[src/rtl/ioc_pkg.sv]
package ioc_pkg;

  typedef enum logic [1:0] {
    CL_IDLE,
    CL_DECODE,
    CL_WAIT,
    CL_BUSY
  } claim_st_e;

  typedef enum logic {
    ENG_IDLE,
    ENG_STROBE
  } eng_st_e;

endpackage

[src/rtl/ioc_decode.sv]
module ioc_decode #(
  parameter int              ADDR_W   = 32,
  parameter int              ISA_AW   = 16,
  parameter logic [ADDR_W-1:0] INT_BASE = 'h0000_00E8
) (
  input  logic [ADDR_W-1:0] addr,
  output logic              int_hit,
  output logic              int_sel,
  output logic              above_isa
);

  assign int_hit = (addr[ADDR_W-1:1] == INT_BASE[ADDR_W-1:1]);
  assign int_sel = addr[0];

  generate
    if (ADDR_W > ISA_AW) begin : g_hi
      assign above_isa = |addr[ADDR_W-1:ISA_AW];
    end else begin : g_nohi
      assign above_isa = 1'b0;
    end
  endgenerate

endmodule

[src/rtl/ioc_regs.sv]
module ioc_regs #(
  parameter int DATA_W   = 8,
  parameter int GAP_MAX  = 100,
  parameter int GAP_INIT = 8,
  parameter int GAP_W    = $clog2(GAP_MAX + 1)
) (
  input  logic              clk,
  input  logic              rst,
  input  logic              wr_en,
  input  logic              sel,
  input  logic [DATA_W-1:0] wdata,
  output logic [GAP_W-1:0]  gap_val,
  output logic [DATA_W-1:0] rd_data
);

  localparam logic [DATA_W-1:0] LIMIT_D = DATA_W'(GAP_MAX);
  localparam logic [GAP_W-1:0]  LIMIT_G = GAP_W'(GAP_MAX);
  localparam logic [GAP_W-1:0]  INIT_G  = GAP_W'(GAP_INIT);

  logic [DATA_W-1:0] scratch_q;

  always_ff @(posedge clk) begin
    if (rst) begin
      gap_val   <= INIT_G;
      scratch_q <= '0;
    end else if (wr_en) begin
      if (sel) begin
        scratch_q <= wdata;
      end else if (wdata > LIMIT_D) begin
        gap_val <= LIMIT_G;
      end else begin
        gap_val <= wdata[GAP_W-1:0];
      end
    end
  end

  assign rd_data = sel ? scratch_q : DATA_W'(gap_val);

endmodule

[src/rtl/ioc_isa_seq.sv]
module ioc_isa_seq
  import ioc_pkg::*;
#(
  parameter int DATA_W     = 8,
  parameter int ISA_AW     = 16,
  parameter int STROBE_LEN = 4,
  parameter int GAP_W      = 7
) (
  input  logic              clk,
  input  logic              rst,
  input  logic              go,
  input  logic              go_write,
  input  logic [ISA_AW-1:0] go_addr,
  input  logic [DATA_W-1:0] go_data,
  input  logic [GAP_W-1:0]  gap_val,
  input  logic [DATA_W-1:0] isa_din,
  output logic              can_go,
  output logic              done,
  output logic [DATA_W-1:0] rdata,
  output logic [ISA_AW-1:0] isa_addr,
  output logic [DATA_W-1:0] isa_dout,
  output logic              isa_rd,
  output logic              isa_wr
);

  localparam int SW = $clog2(STROBE_LEN + 1);
  localparam logic [SW-1:0] LAST = SW'(STROBE_LEN - 1);

  eng_st_e          st;
  logic [SW-1:0]    scnt;
  logic [GAP_W-1:0] gap_cnt;

  assign can_go = (st == ENG_IDLE) && (gap_cnt == '0);

  always_ff @(posedge clk) begin
    if (rst) begin
      st       <= ENG_IDLE;
      scnt     <= '0;
      gap_cnt  <= '0;
      done     <= 1'b0;
      rdata    <= '0;
      isa_addr <= '0;
      isa_dout <= '0;
      isa_rd   <= 1'b0;
      isa_wr   <= 1'b0;
    end else begin
      done <= 1'b0;
      if (gap_cnt != '0) gap_cnt <= gap_cnt - GAP_W'(1);
      case (st)
        ENG_IDLE: begin
          if (go) begin
            st       <= ENG_STROBE;
            scnt     <= '0;
            isa_addr <= go_addr;
            isa_dout <= go_data;
            isa_rd   <= ~go_write;
            isa_wr   <= go_write;
          end
        end
        ENG_STROBE: begin
          if (scnt == LAST) begin
            if (isa_rd) rdata <= isa_din;
            isa_rd  <= 1'b0;
            isa_wr  <= 1'b0;
            done    <= 1'b1;
            gap_cnt <= gap_val;
            st      <= ENG_IDLE;
          end else begin
            scnt <= scnt + SW'(1);
          end
        end
        default: st <= ENG_IDLE;
      endcase
    end
  end

endmodule

[src/rtl/io_claim_bridge.sv]
module io_claim_bridge
  import ioc_pkg::*;
#(
  parameter int              ADDR_W      = 32,
  parameter int              DATA_W      = 8,
  parameter int              ISA_AW      = 16,
  parameter int              DECODE_WAIT = 3,
  parameter int              STROBE_LEN  = 4,
  parameter int              GAP_MAX     = 100,
  parameter int              GAP_INIT    = 8,
  parameter logic [ADDR_W-1:0] INT_BASE  = 'h0000_00E8
) (
  input  logic              clk,
  input  logic              rst,
  input  logic              host_start,
  input  logic [ADDR_W-1:0] host_addr,
  input  logic              host_write,
  input  logic [DATA_W-1:0] host_wdata,
  input  logic              peer_devsel,
  output logic              own_devsel,
  output logic              host_ready,
  output logic              host_abort,
  output logic [DATA_W-1:0] host_rdata,
  output logic [ISA_AW-1:0] isa_addr,
  output logic [DATA_W-1:0] isa_dout,
  input  logic [DATA_W-1:0] isa_din,
  output logic              isa_rd,
  output logic              isa_wr
);

  localparam int GAP_W = $clog2(GAP_MAX + 1);
  localparam int DCW   = $clog2(DECODE_WAIT + 1);
  localparam logic [DCW-1:0] DLAST = DCW'(DECODE_WAIT - 1);

  claim_st_e         st;
  logic [DCW-1:0]    dcnt;
  logic [ISA_AW-1:0] cap_addr;
  logic              cap_write;
  logic              cap_above;
  logic [DATA_W-1:0] cap_wdata;
  logic              own_devsel_q;
  logic              int_ack_q;
  logic              abort_q;
  logic [DATA_W-1:0] rdata_q;

  logic              int_hit, int_sel, above_isa;
  logic [GAP_W-1:0]  gap_val;
  logic [DATA_W-1:0] reg_rd;
  logic              eng_can_go, eng_done;
  logic [DATA_W-1:0] eng_rdata;
  logic              accept, reg_wr, go;

  ioc_decode #(
    .ADDR_W  (ADDR_W),
    .ISA_AW  (ISA_AW),
    .INT_BASE(INT_BASE)
  ) u_decode (
    .addr     (host_addr),
    .int_hit  (int_hit),
    .int_sel  (int_sel),
    .above_isa(above_isa)
  );

  assign accept = host_start &&
                  ((st == CL_IDLE) || ((st == CL_BUSY) && eng_done));
  assign reg_wr = accept && int_hit && host_write;
  assign go     = (st == CL_WAIT) && eng_can_go;

  ioc_regs #(
    .DATA_W  (DATA_W),
    .GAP_MAX (GAP_MAX),
    .GAP_INIT(GAP_INIT),
    .GAP_W   (GAP_W)
  ) u_regs (
    .clk    (clk),
    .rst    (rst),
    .wr_en  (reg_wr),
    .sel    (int_sel),
    .wdata  (host_wdata),
    .gap_val(gap_val),
    .rd_data(reg_rd)
  );

  ioc_isa_seq #(
    .DATA_W    (DATA_W),
    .ISA_AW    (ISA_AW),
    .STROBE_LEN(STROBE_LEN),
    .GAP_W     (GAP_W)
  ) u_isa (
    .clk     (clk),
    .rst     (rst),
    .go      (go),
    .go_write(cap_write),
    .go_addr (cap_addr),
    .go_data (cap_wdata),
    .gap_val (gap_val),
    .isa_din (isa_din),
    .can_go  (eng_can_go),
    .done    (eng_done),
    .rdata   (eng_rdata),
    .isa_addr(isa_addr),
    .isa_dout(isa_dout),
    .isa_rd  (isa_rd),
    .isa_wr  (isa_wr)
  );

  always_ff @(posedge clk) begin
    if (rst) begin
      st           <= CL_IDLE;
      dcnt         <= '0;
      cap_addr     <= '0;
      cap_write    <= 1'b0;
      cap_above    <= 1'b0;
      cap_wdata    <= '0;
      own_devsel_q <= 1'b0;
      int_ack_q    <= 1'b0;
      abort_q      <= 1'b0;
      rdata_q      <= '0;
    end else begin
      int_ack_q <= 1'b0;
      abort_q   <= 1'b0;
      case (st)
        CL_IDLE: own_devsel_q <= 1'b0;
        CL_DECODE: begin
          if (peer_devsel) begin
            st <= CL_IDLE;
          end else if (dcnt == DLAST) begin
            if (cap_above) begin
              abort_q <= 1'b1;
              rdata_q <= '1;
              st      <= CL_IDLE;
            end else begin
              own_devsel_q <= 1'b1;
              st           <= CL_WAIT;
            end
          end else begin
            dcnt <= dcnt + DCW'(1);
          end
        end
        CL_WAIT: if (eng_can_go) st <= CL_BUSY;
        CL_BUSY: begin
          if (eng_done) begin
            own_devsel_q <= 1'b0;
            st           <= CL_IDLE;
          end
        end
        default: st <= CL_IDLE;
      endcase
      if (accept) begin
        cap_addr  <= host_addr[ISA_AW-1:0];
        cap_write <= host_write;
        cap_above <= above_isa;
        cap_wdata <= host_wdata;
        if (int_hit) begin
          int_ack_q    <= 1'b1;
          own_devsel_q <= 1'b1;
          rdata_q      <= reg_rd;
          st           <= CL_IDLE;
        end else begin
          own_devsel_q <= 1'b0;
          dcnt         <= '0;
          st           <= CL_DECODE;
        end
      end
    end
  end

  assign own_devsel = own_devsel_q;
  assign host_ready = int_ack_q | abort_q | eng_done;
  assign host_abort = abort_q;
  assign host_rdata = eng_done ? eng_rdata : rdata_q;

endmodule

[config.mk]
export PLATFORM = sky130hd
export DESIGN_NAME = io_claim_bridge
export DESIGN_NICKNAME = d
export VERILOG_FILES = /design/src/rtl/ioc_pkg.sv /design/src/rtl/ioc_decode.sv /design/src/rtl/ioc_regs.sv /design/src/rtl/ioc_isa_seq.sv /design/src/rtl/io_claim_bridge.sv
export SDC_FILE = /design/constraint.sdc
export NUM_CORES = 1
export LEC_CHECK = 0
export ABC_AREA = 1
export CAP_MARGIN = 40
export CORE_ASPECT_RATIO = 1.1
export CORE_MARGIN = 2
export CORE_UTILIZATION = 51
export CTS_CLUSTER_DIAMETER = 80
export CTS_CLUSTER_SIZE = 16
export DETAILED_ROUTE_END_ITERATION = 16
export GPL_TIMING_DRIVEN = 1
export PLACE_DENSITY = 0.89
export SYNTH_ARGS = -nofsm -noshare
export SYNTH_HDL_FRONTEND = slang
export SYNTH_SLANG_ARGS = --single-unit
[constraint.sdc]
create_clock -name clk -period 1.73 [get_ports clk]
set_input_delay 0.519 -clock clk [delete_from_list [all_inputs] [get_ports clk]]
set_output_delay 0.519 -clock clk [all_outputs]
set_load 0.02 [all_outputs]
# Word level (Yosys, flattened, before mapping)
# Index checks and enable logic that the tools add are counted.
# Widths: inputs -> output; s select.
# word_totals
in_bits,53
word_cells,117
out_inout_bits,37
ff_bits,102
# classes
eq_ne,15
mux,45
n_bitwise,8
magnitude_cmp,1
addsub,3
reduce_logical,24
# op_table
op,n
$mux 8,8
$eq 31x7->1 const B,1
$mux 7,4
$mux 2,11
$reduce_or 16->1,1
$mux 1,14
$ne 3x3->1 const B,4
$reduce_and 2->1,5
$gt 8x7->1 const B,1
$reduce_bool 4->1,2
$logic_not 7->1,1
$reduce_bool 7->1,1
$sub 7x1->7 const B,1
$eq 2x2->1 const B,3
$logic_and 1x1->1,6
$mux 3,2
$ne 2x2->1 const B,3
$not 1->1,6
$pmux 1 s2,3
$pmux 2 s3,1
$pmux 3 s2,1
$reduce_and 5->1,1
$ne 4x4->1 const B,1
$reduce_and 4->1,1
other kinds (12),14

# Depth between registers and ports, before layout
# logic_depth
ltp_word,7
ltp_mapped,11
ltp_nobuf,10

# Hierarchy
# Synthesis repeated with hierarchy kept, for this count alone.
# unflattened
cells_unflattened,636
area_unflattened_um2,4538.1
# modules_own_cells
module,cells_each,seq_area_each_um2,area_each_um2,instances
ioc_isa_seq,239,920.9,1850.5,1
io_claim_bridge,253,820.8,1783.0,1
ioc_regs,106,300.3,747.0,1
ioc_decode,38,0.0,157.7,1

# Worst setup path after synthesis
# OpenSTA, ideal clock, no wires.
# synth_path
kind,reg2out
startpoint,register u_isa.done
endpoint,output port host_rdata[0]
path_stages_with_launch,4
n_path_buf,1
arrival_time_ns,1.058
t_required_ns,1.211
slack_ns,0.153
path_cell_list,dfxtp_1 -> inv_2 -> clkbuf_1 -> o21ai_0
# synth_via
elab_chain_len,1
# synth_lines
element,line,source
start: declaration,ioc_isa_seq.sv:18,"output logic done,"
start signal: assignment,ioc_isa_seq.sv:40,done <= 1'b0;
start signal: assignment,ioc_isa_seq.sv:47,done <= 1'b0;
start signal: assignment,ioc_isa_seq.sv:65,done <= 1'b1;
$mux 8,io_claim_bridge.sv:171,assign host_rdata = eng_done ? eng_rdata : rdata_q;
end: declaration,io_claim_bridge.sv:23,"output logic [DATA_W-1:0] host_rdata,"
# Every way passes these cells.

# Final worst setup path
# layout_path
startpoint,register u_isa.done
endpoint,output port host_rdata[1]
# The elaborated chain is that of the path after synthesis.

==> impl_results.md <==
- R2r startpoint: u_isa.gap_cnt[5]
- Worst slew pin tran: 491 ps
- Multiplexer share of the synthesized area: 0
- Delay-heaviest family, CP: flip-flops
- Largest net degree at the start of global routing: 52
- WS Path Type: flop to primary output
- Internal power: 4.24 mW
- N_diodes: 0
- Total number of vias: 4611
- Min Tclk post-route: 1680 ps
- P per Cell Area: between 1000 and 1500 mW/mm2
- Post-CTS Hold Buffers: 0
- Period utilization: 0.974
- Vias/cell: 5.29
- Final Hold Viols: 0
- Status: finished, final reports clean
- NetSw: 2.29 mW
- Initial antenna violation count: 1
- 1st-pass router iterations: 5
- Reg2reg setup slack: 100 ps
- Residual DRC count: 0
- CTS tree: done
- Die W: 93.4 um
- Crit path DAT: 1170 ps
- Count of unique library cells instantiated by Yosys: 36
- Synth async-reset ratio: 0
- Warnings, synthesis: 0
- Worst hold margin: 457 ps
- Max Cap Viol: 0
- RR Endpoint: u_isa.isa_addr[13]
- Maximum fanout along the worst path: 18
- Syn Area/Cell: 7.03 um2
- Hold endpoint: u_isa.rdata[0]
- Area growth syn-to-layout: 34.9%
- Slew Limit Fails: 0
- CP Data Required Time: 1210 ps
- First-pass GRT wire length: 19000 um
- HPWL Detailed: 8690 um
- Mapped Nets: 697
- Complex-gate fraction of the synthesized area: 0.149
- Row cnt: 35
- Clock Skew: between 10 and 15 ps
- Fin nets: 815
- Peak supply drop: ~0.00076 V
- Routed Antenna Nets: 0
- Post-Synth XOR/XNOR Area: 0.00977
- Core ar.: roughly 0.0085 mm2
- Num CTS Buffers: 9
- Sw frac: 0.351
- Main combinational cell family by area after synthesis: simple AND/OR/NAND/NOR gates
- Combinational Power Share: 0.308
- H-tree levels: 3
- Initial core utilization: 0.530
- Register bit total from synthesis: between 100 and 150
- Critical path depth: 4
- CP max stage cell: dfxtp_4
- Clk buf depth: 2
- HP Class: flop to flop
- Hold path start: u_isa.rdata[0]
- Post-synthesis simple-gate area fraction: 0.286
- RSZ-0062 raised after global routing: yes
- R2R depth: 7
- WL final: 12500 um
- Vias in the first global route: 4196
- Total GRT Usage: 0.250
- Reg clk slew, reported paths: 100 ps
- Leakage power: 2.84 nW
- Number of synthesized flops with an enable pin: 0
- Crit. End Element: primary output
- I/O Pins: 90
- DR WL/cell: 14.4 um
- Gpl congestion: 0.906
- Die area: 0.00956 mm2
- Post-Syn Instances: 638
- PortBufs: 89
- Clock share of power: 0.245
- Util after Layout: 0.716
- Synth Cell Area: 0.00448 mm2
- Main flop type after synthesis: dfxtp_1
- Slew HR: 0.672
- Crit-path max cell delay: 380 ps
- Register area share after synthesis: 0.455
- Flop pwr share: 0.447
- Number of DRC markers in iteration 0: 503
- Post-synthesis adder-cell area fraction: 0.0167
- # clock sinks: 102
- Placement Setup Slack: -437 ps
- Proportion of layout cells with a drive suffix above 1: 0.143
- CP cell instances: inv_8 > nand2_1 > o21ai_0 > buf_2
- FMAX: 594 MHz
- Endpoints failing setup: 0
- Worst-Skew Late Latency: about 370 ps
- WHS Path Cells: 2
- Final setup margin: 45.3 ps
- Root Buffer: clkbuf_8
- CP Launch Type: flop
- GRT overflow: 0
- Bufs and invs on worst path: 2
- Die H: 102 um
## area by class of cell
class                           count  area, um2
Multi-Input combinational cell    452       2180
Clock buffer                       10        138
Inverter                           61        243
Clock inverter                      6       77.6
Timing Repair Buffer              130       1230
Sequential cell                   102       2050
Fill cell                         616       2400
Tap cell                          111        139
## synthesized netlist by cell type (2+ instances only)
| master | instances | area share |
|---|---|---|
| nor2_1 | 185 | 0.15 |
| xor2_1 | 2 | 0.0039 |
| nor3_1 | 6 | 0.0067 |
| xnor2_1 | 3 | 0.0059 |
| ha_1 | 6 | 0.017 |
| inv_1 | 57 | 0.048 |
| clkbuf_2 | 2 | 0.0022 |
| o21ai_1 | 5 | 0.0056 |
| dfxtp_1 | 102 | 0.46 |
| o211ai_1 | 3 | 0.0050 |
| nand2_1 | 93 | 0.078 |
| buf_2 | 4 | 0.0045 |
| nand2_2 | 4 | 0.0056 |
| o22ai_1 | 7 | 0.0098 |
| or2_2 | 4 | 0.0056 |
| a21oi_1 | 28 | 0.031 |
| o21ai_0 | 84 | 0.094 |
| nand3_1 | 8 | 0.0089 |
| nand4_2 | 2 | 0.0056 |
| buf_6 | 5 | 0.013 |
| clkbuf_1 | 13 | 0.011 |
## sequential cells by signal, summed over array words and instances, names as in the netlist
signal,count
u_isa.isa_rd,1
st,2
u_isa.isa_addr,16
own_devsel,1
u_isa.isa_dout,8
cap_addr,16
cap_write,1
int_ack_q,1
dcnt,2
u_isa.rdata,8
cap_wdata,8
u_isa.gap_cnt,7
u_regs.scratch_q,8
u_isa.scnt,3
u_regs.gap_val,7
cap_above,1
rdata_q,8
u_isa.st,1
u_isa.done,1
host_abort,1
u_isa.isa_wr,1
## cell usage in the layout, fill, tap and decap left out, drive strengths merged
cell type / netlist / final
o21ai: 90 / 90
or2: 4 / 4
clkdlybuf4s50: 0 / 21
nor2: 187 / 187
clkinv: 2 / 3
nor3: 7 / 7
xnor2: 3 / 3
nand4: 4 / 5
o211ai: 3 / 3
clkbuf: 15 / 10
xor2: 2 / 2
clkinvlp: 0 / 1
o22ai: 7 / 7
nand2: 97 / 98
inv: 59 / 62
dfxtp: 102 / 102
buf: 10 / 50
dlymetal6s2s: 0 / 19
a21oi: 28 / 28
dlygate4sd2: 0 / 40
ha: 6 / 6
bufinv: 0 / 1
nand3: 9 / 9
a31oi: 1 / 1
and2: 2 / 2
## tightest hold or removal path: cells and delay by family (launching register included)
kind	cells	cell delay [ps]
DFF	1	320
AOI/OAI and AO/OA	1	50
buffers and inverters	1	60
## cells by family (layout without fill, tap and decap cells)
family,count (synthesis),in the layout
and+or+nand+nor,310,312
buffers and inverters,86,207
AOI/OAI and AO/OA,129,129
adders and majority gates,6,6
xor gates and xnor gates,5,5
DFF,102,102
## power groups by stage
stage	logic [mW]	registers, mW	clock network (mW)
detailed placement	1.96	2.96	0
global route	2.22	2.94	1.68
floorplan	1.20	3.02	0
finish	2.01	2.92	1.60
global placement	1.87	2.94	0
CTS	1.96	2.91	1.60
## metal layers
layer | global-route usage | wire [um] | vias to the layer above
met2 | 0.452 | 6380 | 178
met1 | 0.292 | 5070 | 2127
met3 | 0.0524 | 668 | 48
li1 | - | - | 2256
met4 | 0.0950 | 398 | 2
met5 | 0 | 15 | -
## worst max-delay path by stage
stage                     slack (ps)     startpoint                 to
after CTS                          5  host_addr[17]  u_regs.gap_val[1]
after detailed placement        -440  host_addr[16]         rdata_q[4]
final                             50     u_isa.done      host_rdata[1]
after floorplan                  150     u_isa.done      host_rdata[0]
after global routing             -60   host_addr[5]  u_regs.gap_val[5]
after global placement          -370   host_addr[5]  u_regs.gap_val[5]
## repair_timing
item / in CTS / in global routing
pin swaps: 17 / 32
setup endpoints to repair: 54 / 37
buffers inserted: 2 / 2
cloned: 2 / 0
resized for setup: 95 / 58
hold endpoints to repair: 0 / 0
## through the flow
step / TNS, ps / cells / power, mW / area [um2]
floorplan: 0 / 638 / 4.21 / 4480
global placement: -13210 / 850 / 4.81 / 5700
detailed placement: -16040 / 850 / 4.92 / 5700
CTS: 0 / 870 / 6.46 / 5890
global route: -214 / 872 / 6.84 / 6050
finish: 0 / 872 / 6.53 / 6050
(Power assumes the default switching activity.)
